==> src/rtl/can_mode_pkg.sv <==
package can_mode_pkg;
  localparam int unsigned CTL_W      = 8;
  localparam int unsigned POS_SRST   = 0;
  localparam int unsigned POS_SLPRQ  = 1;
  localparam int unsigned POS_SLPAK  = 2;
  localparam int unsigned POS_TLINK  = 3;
  localparam int unsigned POS_SYNCH  = 4;
  localparam int unsigned IMPL_BITS  = 5;

  typedef struct packed {
    logic synch;
    logic tlink;
    logic slpak;
    logic slprq;
    logic srst;
  } ctl_view_t;

  localparam logic BUS_RECESSIVE = 1'b1;
endpackage

==> src/rtl/can_ctl_reg.sv <==
module can_ctl_reg
  import can_mode_pkg::*;
(
  input  logic             clk,
  input  logic             rst_n,
  input  logic             wr,
  input  logic [CTL_W-1:0] wdata,
  input  logic             wake_clr,
  output logic             srst_q,
  output logic             slprq_q,
  output logic             tlink_q,
  output logic             enter_srst,
  output logic             abort_q
);
  logic set_srst;
  logic leave_srst;
  logic load_normal;

  assign set_srst    = wr && wdata[POS_SRST];
  assign enter_srst  = set_srst;
  assign leave_srst  = wr && !wdata[POS_SRST] && srst_q;
  assign load_normal = wr && !wdata[POS_SRST] && !srst_q;

  always_ff @(posedge clk or negedge rst_n) begin
    if (!rst_n) begin
      srst_q  <= 1'b1;
      slprq_q <= 1'b0;
      tlink_q <= 1'b0;
      abort_q <= 1'b0;
    end else begin
      abort_q <= set_srst && !srst_q;
      if (set_srst) begin
        srst_q  <= 1'b1;
        slprq_q <= 1'b0;
        tlink_q <= 1'b0;
      end else if (leave_srst) begin
        srst_q  <= 1'b0;
      end else if (load_normal) begin
        slprq_q <= wdata[POS_SLPRQ];
        tlink_q <= wdata[POS_TLINK];
      end else if (wake_clr) begin
        slprq_q <= 1'b0;
      end
    end
  end
endmodule

==> src/rtl/can_sync_track.sv <==
module can_sync_track
  import can_mode_pkg::*;
#(
  parameter int unsigned RUN_LEN   = 11,
  parameter int unsigned BOFF_RUNS = 128
) (
  input  logic clk,
  input  logic rst_n,
  input  logic clr,
  input  logic bus_bit,
  input  logic strobe,
  input  logic bus_off,
  output logic synch_q
);
  localparam int unsigned RUN_W = (RUN_LEN   > 1) ? $clog2(RUN_LEN)   : 1;
  localparam int unsigned SEQ_W = (BOFF_RUNS > 1) ? $clog2(BOFF_RUNS) : 1;
  localparam logic [RUN_W-1:0] RUN_LAST = RUN_W'(RUN_LEN - 1);
  localparam logic [SEQ_W-1:0] SEQ_LAST = SEQ_W'(BOFF_RUNS - 1);

  logic [RUN_W-1:0] run_cnt;
  logic [SEQ_W-1:0] seq_cnt;
  logic             counting;
  logic             run_done;
  logic             recovered;

  assign counting  = !synch_q && strobe;
  assign run_done  = counting && (bus_bit == BUS_RECESSIVE) && (run_cnt == RUN_LAST);
  assign recovered = !bus_off || (seq_cnt == SEQ_LAST);

  always_ff @(posedge clk or negedge rst_n) begin
    if (!rst_n) begin
      run_cnt <= '0;
      seq_cnt <= '0;
      synch_q <= 1'b0;
    end else if (clr) begin
      run_cnt <= '0;
      seq_cnt <= '0;
      synch_q <= 1'b0;
    end else if (counting) begin
      if (bus_bit != BUS_RECESSIVE) begin
        run_cnt <= '0;
      end else if (run_done) begin
        run_cnt <= '0;
        if (recovered) begin
          synch_q <= 1'b1;
          seq_cnt <= '0;
        end else begin
          seq_cnt <= seq_cnt + 1'b1;
        end
      end else begin
        run_cnt <= run_cnt + 1'b1;
      end
    end
  end
endmodule

==> src/rtl/can_sleep_ctl.sv <==
module can_sleep_ctl
  import can_mode_pkg::*;
(
  input  logic clk,
  input  logic rst_n,
  input  logic clr,
  input  logic slprq,
  input  logic synch,
  input  logic frame_busy,
  input  logic bus_bit,
  input  logic strobe,
  output logic slpak_q,
  output logic wake
);
  logic may_sleep;

  assign wake      = slpak_q && strobe && (bus_bit != BUS_RECESSIVE);
  assign may_sleep = slprq && synch && !frame_busy;

  always_ff @(posedge clk or negedge rst_n) begin
    if (!rst_n) begin
      slpak_q <= 1'b0;
    end else if (clr || wake || !slprq) begin
      slpak_q <= 1'b0;
    end else if (may_sleep) begin
      slpak_q <= 1'b1;
    end
  end
endmodule

==> src/rtl/can_mode_ctrl.sv <==
module can_mode_ctrl
  import can_mode_pkg::*;
#(
  parameter int unsigned RUN_LEN   = 11,
  parameter int unsigned BOFF_RUNS = 128
) (
  input  logic             clk,
  input  logic             rst_n,
  input  logic             reg_wr,
  input  logic [CTL_W-1:0] reg_wdata,
  output logic [CTL_W-1:0] reg_rdata,
  input  logic             cfg_wr_req,
  output logic             cfg_wr_ok,
  input  logic             bus_bit,
  input  logic             bit_strobe,
  input  logic             bus_off,
  input  logic             frame_busy,
  output logic             sync_flag,
  output logic             abort_pulse,
  output logic             timer_sel,
  output logic             hold_rst
);
  logic      srst_q, slprq_q, tlink_q, enter_srst, abort_q;
  logic      synch_q, slpak_q, wake;
  logic      mode_clr;
  ctl_view_t view;

  assign mode_clr = srst_q || enter_srst;

  can_ctl_reg u_reg (
    .clk        (clk),
    .rst_n      (rst_n),
    .wr         (reg_wr),
    .wdata      (reg_wdata),
    .wake_clr   (wake),
    .srst_q     (srst_q),
    .slprq_q    (slprq_q),
    .tlink_q    (tlink_q),
    .enter_srst (enter_srst),
    .abort_q    (abort_q)
  );

  can_sync_track #(.RUN_LEN(RUN_LEN), .BOFF_RUNS(BOFF_RUNS)) u_sync (
    .clk     (clk),
    .rst_n   (rst_n),
    .clr     (mode_clr),
    .bus_bit (bus_bit),
    .strobe  (bit_strobe),
    .bus_off (bus_off),
    .synch_q (synch_q)
  );

  can_sleep_ctl u_sleep (
    .clk        (clk),
    .rst_n      (rst_n),
    .clr        (mode_clr),
    .slprq      (slprq_q),
    .synch      (synch_q),
    .frame_busy (frame_busy),
    .bus_bit    (bus_bit),
    .strobe     (bit_strobe),
    .slpak_q    (slpak_q),
    .wake       (wake)
  );

  assign view = '{synch: synch_q, tlink: tlink_q, slpak: slpak_q,
                  slprq: slprq_q, srst: srst_q};

  genvar gi;
  generate
    for (gi = 0; gi < CTL_W; gi++) begin : g_rd
      if (gi < IMPL_BITS) begin : g_impl
        assign reg_rdata[gi] = view[gi];
      end else begin : g_unimpl
        assign reg_rdata[gi] = 1'b0;
      end
    end
  endgenerate

  assign cfg_wr_ok   = cfg_wr_req && srst_q;
  assign hold_rst    = srst_q;
  assign sync_flag   = synch_q;
  assign abort_pulse = abort_q;
  assign timer_sel   = tlink_q;
endmodule

==> config.mk <==
export PLATFORM = sky130hd
export DESIGN_NAME = can_mode_ctrl
export DESIGN_NICKNAME = d
export VERILOG_FILES = /design/src/rtl/can_mode_pkg.sv /design/src/rtl/can_ctl_reg.sv /design/src/rtl/can_sync_track.sv /design/src/rtl/can_sleep_ctl.sv /design/src/rtl/can_mode_ctrl.sv
export SDC_FILE = /design/constraint.sdc
export NUM_CORES = 1
export LEC_CHECK = 0
export BUFFER_PORTS_ARGS = -buffer_cell sky130_fd_sc_hd__buf_4
export CORE_MARGIN = 1
export CORE_UTILIZATION = 45
export CTS_CLUSTER_DIAMETER = 120
export CTS_CLUSTER_SIZE = 28
export DETAILED_ROUTE_END_ITERATION = 7
export HOLD_SLACK_MARGIN = 0.03
export MAX_ROUTING_LAYER = met4
export PLACE_DENSITY = 0.85
export REMOVE_ABC_BUFFERS = 1
export SETUP_SLACK_MARGIN = 0.3
export SLEW_MARGIN = 30
export SYNTH_ARGS = -nofsm -noshare
export SYNTH_HDL_FRONTEND = slang
export SYNTH_SLANG_ARGS = --single-unit
==> constraint.sdc <==
create_clock -name clk -period 1.8 [get_ports clk]
set_clock_uncertainty 0.1 [all_clocks]
set_input_delay 0.54 -clock clk [delete_from_list [all_inputs] [get_ports clk]]
set_output_delay 0.54 -clock clk [all_outputs]
set_load 0.02 [all_outputs]
==> qor.log <==
qor: outcome.run_status complete, but fails checks
qor: outcome.violations setup timing
qor: cts.clock_tree.root_cell sky130_fd_sc_hd__clkbuf_4
qor: global_route.global_route.overflow_total 0
qor: cells_and_area.drive_gt1_share 40.1%
qor: setup_path.cp_data_required_time 1.91 ns
qor: cts.clkLatencyLatePin 0.29 ns
qor: sta.layout_setup_ws -0.0127 ns
qor: yosys.synthesis.yosys.warnings 0
qor: yosys.yosys.area.top_type_share 41.8%
qor: cts.clk_path_buf_depth 2
qor: power.clockPowerShare 26.5%
qor: sta.timing.final.setup_violations 2
qor: place.port-buffer-count 20
qor: cts.tritoncts_num_sinks 17
qor: hold_path.hold_path_class in2reg
qor: yosys.postSynthCellCount 109
qor: power.sw_frac_of_total 28.0%
qor: place.hpwlAfterDp 1560 µm
qor: sta.timing.fmax 552 MHz
qor: power.cellLeakagePower 0.630 nW
qor: floorplanning.core_area 1980 µm²
qor: floorplanning.ios 29
qor: yosys.yosys.area_share.xor_xnor 0%
qor: place.cell_count_after_placement 158
qor: yosys.synth_simple_gate_area_share 24.8%
qor: setup_path.crit_path_kind reg2reg
qor: global_route.antenna_found_initial 0
qor: power.net-switching-power 0.216 mW
qor: global_route.wire_length_of_the_first_global_routing_pass 3220 µm
qor: place.gpl.final_weighted_congestion 0.859
qor: routing.drt-initial-drc-count 25
qor: floorplanning.rows 16
qor: cells_and_area.fin_util 69.5%
qor: setup_path.crit_fanout 4
qor: yosys.synth_top_flop_cell sky130_fd_sc_hd__dfrtp_1
qor: routing.drt_first_pass_iters 4
qor: global_route.grt_use_total 21.3%
qor: power.p_comb_share 21.3%
qor: cells_and_area.antenna_cells 0
qor: routing.met2_length 1340 µm
qor: sta.report.final.hold_viol_count 0
qor: yosys.synthDistinctLibCells 30
qor: setup_path.timing.critical_path.from_type flip-flop
qor: yosys.synth-edff-count 0
qor: setup_path.timing.critical_path.slowest_stage_cell sky130_fd_sc_hd__or4_1
qor: cts.tritoncts_clock_tree built
qor: yosys.synth_compound_area_share 15.0%
qor: yosys.muxShareOfSynthArea 2.22%
qor: place.dpl_worst_slack -0.229 ns
qor: setup_path.critical_path_cell_by_cell nor3b_2 > nand4_1 > buf_4 > or4_1 > a31oi_1
qor: sta.grt_setup_unrepaired yes
qor: floorplanning.fp.dieW 48.1 µm
qor: power.ir_worst_vdd 0.515 mV
qor: floorplanning.starting_density_of_the_core 48.3%
qor: routing.route.vias.total 968
qor: power.power.density_cell_area 560 nW/µm²
qor: setup_path.max_stage_delay 0.47 ns
qor: yosys.ys_top_cells_by_area sky130_fd_sc_hd__dfrtp_1 (42%), sky130_fd_sc_hd__buf_4 (6.3%), sky130_fd_sc_hd__a21oi_1 (5.2%)
qor: routing.drt_drc_violations_left 0
qor: floorplanning.design.die.area 2320 µm²
qor: setup_path.path_buf_inv 1
qor: yosys.ys_async_sr_fraction 100%
qor: cts.cts-buffers-inserted 3
qor: cells_and_area.finalNetCount 167
qor: setup_path.cp_top_family simple AND/OR/NAND/NOR gates
qor: routing.route.detailed.vias_per_inst 5.56
qor: cells_and_area.area_growth 43.9%
qor: power.share_seq_of_total_power 52.2%
qor: yosys.synth.cell_area 957 µm²
qor: yosys.synth_top_family_by_area simple AND/OR/NAND/NOR gates
qor: routing.highest_layer met4
qor: yosys.ys_top_cells_by_count sky130_fd_sc_hd__dfrtp_1 (16), sky130_fd_sc_hd__nand2_1 (12), sky130_fd_sc_hd__a21oi_1 (10)
qor: yosys.most_repeated_cell_in_the_gate_level_netlist_after_synthesis sky130_fd_sc_hd__dfrtp_1
qor: yosys.seq_area_frac_synth 44.6%
qor: cts.cts.htree.levels 1
qor: routing.route.final.wire_length 2560 µm
qor: sta.layout_min_cycle_time 1.81 ns
qor: setup_path.critical_path.endpoint_type flip-flop
qor: routing.route.met3.wl 127 µm
qor: global_route.grt_start_max_net_pins 18
qor: routing.m1WireLength 1070 µm
qor: global_route.grt_pass1_vias 788
qor: cells_and_area.final_cell_count_no_fill 174
qor: yosys.yosys.area.top_type sky130_fd_sc_hd__dfrtp_1
qor: sta.timing.final.max_slew_violations 0
qor: flow_run.reported_max_cap_violation_count 0
qor: sta.timing.final.crit_share 101%
qor: yosys.synthesis_stage_register_bit_count 17
qor: yosys.post_synth.cell_area_avg 8.78 µm²
qor: routing.ant_nets 0
qor: routing.routed_wire_length_per_instance 14.7 µm
qor: power.internal-power 0.556 mW
qor: cts.cts.clk_slew.worst_paths 0.10 ns
qor: yosys.post_synth_fa_ha_maj_area_fraction 3.92%
qor: setup_path.worstPathArrival 1.93 ns
qor: sta.fin_setup_tns -0.0149 ns
qor: floorplanning.die_h 48.1 µm
qor: sta.timing.hold.ws 0.347 ns
stage by stage:
| stage | total power [mW] | instance area, µm² |
|---|---|---|
| 2_1_floorplan | 0.468 | 897 |
| 5_1_grt | 0.811 | 1380 |
| 4_1_cts | 0.759 | 1260 |
| 6_report | 0.772 | 1380 |
| 3_5_place_dp | 0.536 | 1160 |
| 3_3_place_gp | 0.532 | 1160 |
logic make-up after synthesis:
family,Yosys count
and+or+nand+nor,46
buffers and inverters,15
muxes,2
DFF,17
adders and majority gates,3
other,1
AOI/OAI and AO/OA,25
routing by layer:
layer	track usage, %	vias up
met5	-	-
met4	6.67	0
met3	5.56	6
met2	35.1	37
met1	25.6	471
li1	-	454
area by class of cell:
type,count,area (µm²)
fillers,128,604
clock buffers,4,26.3
flip-flops and latches,17,427
multi-input cells,79,498
inverters,5,18.8
repair buffers,42,374
well taps,27,33.8
layout by cell type, fill, tap and decap left out, drive strengths merged, types with 2 or more instances in the layout:
cell type,instances
nand2,12
conb,3
o21a,2
nor2,8
a21oi,10
ha,3
and2,3
or4,3
dfrtp,16
nor3,3
buf,41
nand3,9
inv,5
o21ai,7
a32oi,2
clkbuf,4
a31oi,2
flip-flops by register name, indices dropped and copies added (netlist names):
signal / count
u_sync.seq_cnt: 7
u_sync.run_cnt: 4
u_reg.abort_q: 1
u_reg.slprq_q: 1
u_reg.srst_q: 1
u_reg.tlink_q: 1
u_sleep.slpak_q: 1
u_sync.synch_q: 1
power by group through the flow:
stage / registers, mW / logic (mW) / clock network [mW]
finish: 0.403 / 0.164 / 0.205
global placement: 0.410 / 0.123 / 0
global route: 0.404 / 0.178 / 0.229
detailed placement: 0.410 / 0.126 / 0
CTS: 0.402 / 0.146 / 0.211
floorplan: 0.427 / 0.0417 / 0
timing repair:
item | CTS | global route
pin swaps | 12 | 11
endpoints found under the hold margin | 16 | 0
resized for setup | 10 | 20
hold buffers | 1 | 0
endpoints found under the setup margin | 15 | 22
buffers inserted | 5 | 6
worst paths after layout:
| path | start | to | slack, ns | cells after the start |
|---|---|---|---|---|
| min | reg_wr | u_reg.srst_q | 0.35 | 2 |
| min reg2reg | u_sync.seq_cnt[6] | u_sync.seq_cnt[6] | 0.47 | 2 |
| min in group asynchronous | rst_n | u_sync.seq_cnt[4] | 0.54 | 2 |
| max reg2reg | u_sync.run_cnt[2] | u_sync.seq_cnt[3] | -0.01 | 5 |
| max in group asynchronous | rst_n | u_reg.srst_q | 0.80 | 2 |
| max | u_sync.run_cnt[2] | u_sync.seq_cnt[3] | -0.01 | 5 |
(Power assumes the default switching activity.)
